===== src/rtl/dmag_pkg.sv =====
package dmag_pkg;

   typedef enum logic [1:0] {
      M_BANK = 2'd0,
      M_ACC  = 2'd1,
      M_IDX  = 2'd2,
      M_IND  = 2'd3
   } ea_mode_e;

endpackage


===== src/rtl/dmag_direct_map.sv =====
module dmag_direct_map #(
   parameter int FILE_W    = 8,
   parameter int BANK_W    = 4,
   parameter int ACC_SPLIT = 'h60
) (
   input  logic [FILE_W-1:0]        file_i,
   input  logic [BANK_W-1:0]        bank_i,
   input  logic                     bank_sel_i,
   output logic [BANK_W+FILE_W-1:0] addr_o
);
   localparam int                ADDR_W  = BANK_W + FILE_W;
   localparam logic [FILE_W-1:0] SPLIT_F = FILE_W'(ACC_SPLIT);

   logic [ADDR_W-1:0] acc_addr;
   logic              acc_low;

   if (ACC_SPLIT <= 0 || ACC_SPLIT >= (1 << FILE_W)) begin : g_bad_split
      $error("dmag_direct_map: ACC_SPLIT outside file range");
   end

   assign acc_low = (file_i < SPLIT_F);

   always_comb begin
      if (acc_low) acc_addr = {{BANK_W{1'b0}}, file_i};
      else         acc_addr = {{BANK_W{1'b1}}, file_i};
   end

   assign addr_o = bank_sel_i ? {bank_i, file_i} : acc_addr;

endmodule


===== src/rtl/dmag_index_add.sv =====
module dmag_index_add #(
   parameter int ADDR_W      = 12,
   parameter int FILE_W      = 8,
   parameter int ACC_SPLIT   = 'h60,
   parameter bit EXT_SUPPORT = 1'b1
) (
   input  logic              ext_en_i,
   input  logic [ADDR_W-1:0] base_i,
   input  logic [FILE_W-1:0] file_i,
   output logic              hit_o,
   output logic [ADDR_W-1:0] sum_o
);
   localparam logic [FILE_W-1:0] SPLIT_F = FILE_W'(ACC_SPLIT);

   if (FILE_W >= ADDR_W) begin : g_bad_width
      $error("dmag_index_add: offset must be narrower than address");
   end

   if (EXT_SUPPORT) begin : g_idx
      logic [ADDR_W-1:0] off_ext;
      assign off_ext = {{(ADDR_W-FILE_W){1'b0}}, file_i};
      assign sum_o   = base_i + off_ext;
      assign hit_o   = ext_en_i && (file_i < SPLIT_F);
   end else begin : g_no_idx
      assign sum_o = '0;
      assign hit_o = 1'b0;
   end

endmodule


===== src/rtl/dmag_ptr_mux.sv =====
module dmag_ptr_mux #(
   parameter int ADDR_W = 12
) (
   input  logic [1:0]        sel_i,
   input  logic [ADDR_W-1:0] p0_i,
   input  logic [ADDR_W-1:0] p1_i,
   input  logic [ADDR_W-1:0] p2_i,
   output logic [ADDR_W-1:0] ptr_o
);
   always_comb begin
      unique case (sel_i)
         2'd0:    ptr_o = p0_i;
         2'd1:    ptr_o = p1_i;
         default: ptr_o = p2_i;
      endcase
   end

endmodule


===== src/rtl/dm_addr_gen.sv =====
module dm_addr_gen
   import dmag_pkg::*;
#(
   parameter int ADDR_W      = 12,
   parameter int FILE_W      = 8,
   parameter int BANK_W      = 4,
   parameter int ACC_SPLIT   = 'h60,
   parameter bit EXT_SUPPORT = 1'b1
) (
   input  logic              clk,
   input  logic              rst_n,
   input  logic              op_strb,
   input  logic              op_nomem,
   input  logic              op_ind,
   input  logic [1:0]        op_ind_sel,
   input  logic [FILE_W-1:0] op_file,
   input  logic              op_bank,
   input  logic              cfg_ext,
   input  logic [BANK_W-1:0] bank_reg,
   input  logic [ADDR_W-1:0] ptr0,
   input  logic [ADDR_W-1:0] ptr1,
   input  logic [ADDR_W-1:0] ptr2,
   output logic [ADDR_W-1:0] ea_addr,
   output logic [1:0]        ea_mode,
   output logic              ea_valid
);
   localparam logic [FILE_W-1:0] SPLIT_F = FILE_W'(ACC_SPLIT);

   if (ADDR_W != BANK_W + FILE_W) begin : g_bad_geom
      $error("dm_addr_gen: ADDR_W must equal BANK_W + FILE_W");
   end

   logic [ADDR_W-1:0] dir_addr, idx_addr, ind_addr, nxt_addr;
   logic              idx_hit;
   ea_mode_e          nxt_mode;

   dmag_direct_map #(.FILE_W(FILE_W), .BANK_W(BANK_W), .ACC_SPLIT(ACC_SPLIT)) u_dir (
      .file_i(op_file), .bank_i(bank_reg), .bank_sel_i(op_bank), .addr_o(dir_addr)
   );

   dmag_index_add #(.ADDR_W(ADDR_W), .FILE_W(FILE_W), .ACC_SPLIT(ACC_SPLIT),
                    .EXT_SUPPORT(EXT_SUPPORT)) u_idx (
      .ext_en_i(cfg_ext), .base_i(ptr2), .file_i(op_file), .hit_o(idx_hit), .sum_o(idx_addr)
   );

   dmag_ptr_mux #(.ADDR_W(ADDR_W)) u_ptr (
      .sel_i(op_ind_sel), .p0_i(ptr0), .p1_i(ptr1), .p2_i(ptr2), .ptr_o(ind_addr)
   );

   always_comb begin
      if (op_ind) begin
         nxt_mode = M_IND;
         nxt_addr = ind_addr;
      end else if (op_bank) begin
         nxt_mode = M_BANK;
         nxt_addr = dir_addr;
      end else if (idx_hit) begin
         nxt_mode = M_IDX;
         nxt_addr = idx_addr;
      end else begin
         nxt_mode = M_ACC;
         nxt_addr = dir_addr;
      end
   end

   always_ff @(posedge clk) begin
      if (!rst_n) begin
         ea_addr  <= '0;
         ea_mode  <= M_BANK;
         ea_valid <= 1'b0;
      end else if (op_strb) begin
         ea_valid <= !op_nomem;
         if (!op_nomem) begin
            ea_addr <= nxt_addr;
            ea_mode <= nxt_mode;
         end
      end
   end

   AST_NOMEM_INVALID: assert property (@(posedge clk) disable iff (!rst_n)
      op_strb && op_nomem |=> !ea_valid && $stable(ea_addr) && $stable(ea_mode));
   AST_IDLE_HOLD: assert property (@(posedge clk) disable iff (!rst_n)
      !op_strb |=> $stable(ea_addr) && $stable(ea_mode) && $stable(ea_valid));
   AST_NO_IDX_WHEN_OFF: assert property (@(posedge clk) disable iff (!rst_n)
      op_strb && !op_nomem && !cfg_ext |=> ea_mode != M_IDX);
   AST_BANKED_FORM: assert property (@(posedge clk) disable iff (!rst_n)
      op_strb && !op_nomem && !op_ind && op_bank |=>
      ea_mode == M_BANK && ea_addr == {$past(bank_reg), $past(op_file)});
   AST_HIGH_ACCESS: assert property (@(posedge clk) disable iff (!rst_n)
      op_strb && !op_nomem && !op_ind && !op_bank && op_file >= SPLIT_F |=>
      ea_mode == M_ACC && ea_valid);

endmodule


===== config.mk =====
export PLATFORM = sky130hd
export DESIGN_NAME = dm_addr_gen
export DESIGN_NICKNAME = d
export VERILOG_FILES = /design/src/rtl/dmag_pkg.sv /design/src/rtl/dmag_direct_map.sv /design/src/rtl/dmag_index_add.sv /design/src/rtl/dmag_ptr_mux.sv /design/src/rtl/dm_addr_gen.sv
export SDC_FILE = /design/constraint.sdc
export NUM_CORES = 1
export LEC_CHECK = 0
export ABC_AREA = 1
export BUFFER_PORTS_ARGS = -buffer_cell sky130_fd_sc_hd__buf_4
export CORE_UTILIZATION = 30
export CTS_CLUSTER_DIAMETER = 200
export DETAILED_ROUTE_END_ITERATION = 6
export RECOVER_POWER = 25
export SLEW_MARGIN = 20
export SYNTH_ARGS = -nofsm -noshare
export SYNTH_HDL_FRONTEND = slang
export SYNTH_SLANG_ARGS = --single-unit

===== constraint.sdc =====
create_clock -name clk -period 2.05 [get_ports clk]
set_input_delay 0.5125 -clock clk [delete_from_list [all_inputs] [get_ports clk]]
set_output_delay 0.5125 -clock clk [all_outputs]
set_load 0.01 [all_outputs]

==> results of run 1 <==
==> final cells by class <==
cell class	instances	area, um^2
fillers	598	2980
clock inverters	1	5.00
multi-input cells	209	1090
clock buffers	3	41.3
flip-flops and latches	15	300
repair buffers	77	552
inverters	48	183
well taps	70	87.6
==> final timing paths <==
check	startpoint	end	slack, ns	depth (start not counted)
max	op_file[0]	ea_addr[10]	0.24	13
min	ea_addr[2]	ea_addr[2]	0.47	2
max reg2reg	ea_addr[1]	ea_addr[1]	1.40	2
min reg2reg	ea_addr[2]	ea_addr[2]	0.47	2
==> power by group <==
| part | internal, uW | switching (uW) | leakage [uW] |
|---|---|---|---|
| combinational | 179 | 216 | 0.00103 |
| sequential | 309 | 9.68 | 0.000123 |
| clock | 135 | 107 | 0.0000255 |
| total | 623 | 333 | 0.00117 |
==> worst min-delay path, cell delays in order (launching register included) <==
cell and delay, ns:
dfxtp_1 0.31, nand2_1 0.06, a21oi_1 0.05
==> per-layer routing <==
layer  GRT usage  routed length, um  vias up
met5           0                  0        -
met4      0.0442                 71        0
met3      0.0407                367        4
met2       0.303               2300       72
met1       0.250               2520      831
li1            -                  -     1059
==> synthesized netlist by cell type <==
library cell	instances
o21ai_0	2
a21oi_2	2
nand3_2	2
clkbuf_8	2
fa_1	1
a21oi_1	36
clkinv_2	2
o21ai_1	8
o211ai_2	3
nand4_1	3
nand2_1	82
buf_2	3
nor2_1	14
clkbuf_1	2
xor2_1	1
nand3b_1	1
a21boi_1	1
nand3_1	29
clkinv_1	1
inv_2	2
ha_1	8
or2_1	1
o211ai_1	11
buf_6	4
nor2_2	1
dfxtp_1	15
inv_1	43
a211oi_1	1
nand2_2	2
==> sequential cells by signal, summed over array words and instances (netlist names) <==
name	cells
ea_mode	2
ea_valid	1
ea_addr	12
==> cells by family after synthesis <==
logic type,share of synthesized area
compound gates,0.230
xor+xnor,0.00526
fa+ha+maj,0.0721
buf+inv,0.167
flops,0.180
simple gates,0.346
==> through the flow <==
stage | TNS (ns) | utilization | setup WS, ns
final | 0 | 0.431 | 0.235
after global routing | 0 | 0.431 | 0.0804
after CTS | 0 | 0.436 | 0.234
after detailed placement | -0.0493 | 0.427 | -0.0287
after global placement | -0.00729 | 0.427 | -0.00729
after floorplan | 0 | - | 0.158
==> flow_summary.yaml, run 1 <==
placement:
  place_hpwl_um: 4370
  dp.cells: 419
  io_buffer_count: 71
  dpl_cell_area_mm2: 0.00224
  place.gp.congestion: 0.852
drt:
  drtIter0Drc: 78
  drc: 0
  num_vias: 1966
  drt-vias-per-instance: 4.65
  first_pass_iters: 4
  wl_per_cell_um: 12.4
  ant_nets: 0
  wl_um: 5260
clock_network:
  clk_path_buf_depth: 2
  clock_latency_ns: 0.25
  numCtsBuffers: 3
  root_buffer: "clkbuf_8"
  cts_htree_levels: 1
  post_cts_resized: 0
  cts_tree: "done"
  cts_hold_buf: 0
  clk_pin_slew_ns: 0.06
  cts_sinks: 15
  postCtsSetupBuffers: 0
worst_setup_path:
  critPathMaxStageDelay_ns: 0.38
  cp_slowest_cell: "fa_1"
  start_kind: "input pin"
  arrival_ns: 1.95
  path_buf_inv: 2
  cp_top_family: "simple AND/OR/NAND/NOR gates"
  path_class: "in2reg"
  path_cells: "buf_4, ha_1, inv_1, fa_1, nand3b_1, nand2_2, nand3_1, nand3_1, nand2_1, nand2_1, nand2_1, nand2_1, a21oi_2"
  cp_common_cell: "nand2_1"
  end_kind: "register"
  crit_required_ns: 2.18
  cp_max_fo: 5
timing:
  setup_viol: 0
  tightest_slew_ns: 0.502
  fmax_mhz: 551
  fin_crit_sh: 0.885
  period_minus_slack_ns: 1.81
  slew_headroom: 0.666
  finalHoldViolations: 0
  grt_setup_unrepaired: "false"
  hold-worst-slack_ns: 0.465
  fin_skew_ns: 0
  maxSlewViolCount: 0
die:
  dieHeight_um: 76.5
  chipWidth_um: 76.5
  start_util: 0.318
  die-area_mm2: 0.00586
  fp-row-count: 26
  io-pin-count: 72
  core_mm2: 0.00524
global_routing:
  grt_max_degree: 15
  grt_usage: 0.187
  antenna_found_initial: 0
  grt.overflow.total: 0
  grt_pass1_wl_um: 8830
  grt_pass1_vias: 1887
logic_synthesis:
  ys_seq_area_frac: 0.180
  synth_area_mm2: 0.00167
  yosysUniqueCellTypes: 29
  synth_top_area_frac: 0.185
  synth_warnings: 0
  synth_top_area_cell: "nand2_1"
  synth_area_per_cell_um2: 5.89
  ys_ff_latch: 15
  synth_nets: 349
  syn_inst: 283
  synthTopCellsByArea: "nand2_1 18%, dfxtp_1 18%, a21oi_1 11%"
cells_and_area:
  mostFrequentLayoutCells: "82 x nand2_1, 70 x buf_4, 43 x inv_1"
  final_common_cell: "nand2_1"
  post-route-cell-area_mm2: 0.00226
  diodes: 0
  final_nets: 420
  area_delta_synth_final_pct: 35.4
  fin_cells: 423
  layout-drive-gt1-share: 0.249
status:
  status: "finished, final reports clean"
pwr:
  power_uw: 955
  power_leakage_uw: 0.00117
  vdd_drop_max_v: 0.000202
  power_per_cell_area_mw_per_mm2: 423
flow_run:
  maxCapViolCount: 0
hold_path:
  hp-class: "reg2reg"
Note: power is estimated with default switching activity, not from simulation.
==> run 2, diff against run 1 <==
--- a/config.mk
+++ b/config.mk
@@ -11,6 +11,7 @@
 export CTS_CLUSTER_DIAMETER = 200
 export DETAILED_ROUTE_END_ITERATION = 6
 export RECOVER_POWER = 25
+export SETUP_SLACK_MARGIN = 0.3
 export SLEW_MARGIN = 20
 export SYNTH_ARGS = -nofsm -noshare
 export SYNTH_HDL_FRONTEND = slang
==> run 2 against run 1 <==
  * Setup slack improved by 0.054 ns
  * Clock-buffer cell count did not move
  * Sequential share of layout area fell by 0.73 points
==> flow_summary.yaml, run 2 (synthesized netlist as in run 1, its figures left out) <==
timing:
  slew_headroom: 0.658
  maxSlewViolCount: 0
  hold-worst-slack_ns: 0.463
  grt_setup_unrepaired: "true"
  setup_viol: 0
  finalHoldViolations: 0
  period_minus_slack_ns: 1.76
  tns_ns: 0
  fin_skew_ns: 0
  fmax_mhz: 568
  tightest_slew_ns: 0.513
  fin_crit_sh: 0.859
cells_and_area:
  largest_register_ffs: 12
  mostFrequentLayoutCells: "79 x nand2_1, 73 x buf_4, 42 x inv_1"
  area_delta_synth_final_pct: 43.2
  reg_top3: "ea_addr: 12 flops, ea_mode: 2 flops, ea_valid: 1 flops"
  final_common_cell: "nand2_1"
  diodes: 0
  fillers: 568
  regArea_um2: 300
  layout-drive-gt1-share: 0.307
  largest_register: "ea_addr"
  final_nets: 425
  multi_input_area_mm2: 0.00117
global_routing:
  grt_max_degree: 15
  grt_pass1_wl_um: 8690
  grt_pass1_vias: 1884
  grt.overflow.total: 0
  antenna_found_initial: 0
  grt_usage: 0.185
drt:
  ant_nets: 0
  drt-vias-per-instance: 4.86
  drc: 0
  wl_per_cell_um: 12.6
  num_vias: 2080
  drtIter0Drc: 109
  wl_um: 5390
  first_pass_iters: 5
die:
  fp-row-count: 26
  die-area_mm2: 0.00586
  dieHeight_um: 76.5
  start_util: 0.318
  core_mm2: 0.00524
  chipWidth_um: 76.5
  io-pin-count: 72
worst_setup_path:
  path_class: "in2reg"
  end_kind: "register"
  cp_top_family: "adder cells"
  start_kind: "input pin"
  reg2reg_slack_ns: 1.39
  cp_slowest_cell: "fa_2"
  arrival_ns: 1.94
  cp_max_fo: 4
  path_cells: "buf_8, ha_4, inv_2, fa_2, nand3b_1, nand2_2, buf_4, nor2_1, o21ai_1, nand3_1, a21oi_2"
  path_buf_inv: 3
  crit_required_ns: 2.23
  critPathMaxStageDelay_ns: 0.33
status:
  status: "finished, final reports clean"
hold_path:
  hp-class: "reg2reg"
clock_network:
  root_buffer: "clkbuf_8"
  cts_hold_buf: 0
  clock_latency_ns: 0.24
  clk_pin_slew_ns: 0.06
  cts_htree_levels: 1
  clk_path_buf_depth: 2
  cts_sinks: 15
  cts_tree: "done"
  numCtsBuffers: 3
pwr:
  power_per_cell_area_mw_per_mm2: 415
  power_leakage_uw: 0.00120
  vdd_drop_max_v: 0.000329
placement:
  io_buffer_count: 71
  place.gp.congestion: 0.876
  place_hpwl_um: 4410
flow_run:
  maxCapViolCount: 0
-- run 2: cell count changes in the layout (fill, tap and decap cells not counted), sizes merged --
cell / change
buf: +5
-- run 2: worst paths after layout --
path,start,end,depth (start not counted)
worst max-delay path,ptr2[0],ea_addr[4],11
worst min-delay path,ea_addr[3],ea_addr[3],2
worst max register to register,ea_addr[1],ea_addr[1],2
worst min register to register,ea_addr[3],ea_addr[3],2
-- run 2: worst register-to-register path, cell delays in order, from the launching register on --
cell,delay [ns]
dfxtp_1,0.31
o211ai_1,0.20
inv_2,0.04
-- run 2: stage by stage --
| step | util | area (um^2) | total power (uW) | setup WS [ns] | cells |
|---|---|---|---|---|---|
| 2_1_floorplan | - | 1690 | 560 | 0.264 | 283 |
| 3_3_place_gp | 0.434 | 2270 | 735 | 0.0313 | 421 |
| 3_5_place_dp | 0.434 | 2270 | 738 | -0.0108 | 421 |
| 4_1_cts | 0.447 | 2340 | 985 | 0.303 | 427 |
| 5_1_grt | 0.456 | 2390 | 1070 | 0.163 | 428 |
| 6_report | 0.456 | 2390 | 990 | 0.289 | 428 |
-- run 2: area by class of cell --
cell class	count	area share
Clock buffer	3	0.0173
Sequential cell	15	0.126
Clock inverter	1	0.00210
Timing Repair Buffer	82	0.252
Tap cell	70	0.0367
Inverter	48	0.0765
Multi-Input combinational cell	209	0.490
-- run 2: report_power, final --
group,total (uW),internal [uW],switching (uW)
clock network,237,135,102
registers,318,309,8.93
logic,434,204,230
total,990,648,341
-- run 2: timing repair --
item | CTS | global route
resized for setup | 2 | 14
endpoints found under the setup margin | 3 | 8
pin swaps | 7 | 10
buffers inserted | 2 | 1
endpoints found under the hold margin | 0 | 0
-- run 2: metal layers --
layer | share of wire | vias up | GRT usage
met2 | 0.45 | 80 | 0.315
met3 | 0.086 | 4 | 0.0515
li1 | - | 1071 | -
met4 | 0.0035 | 0 | 0.0231
met5 | 0 | - | 0
met1 | 0.46 | 925 | 0.238
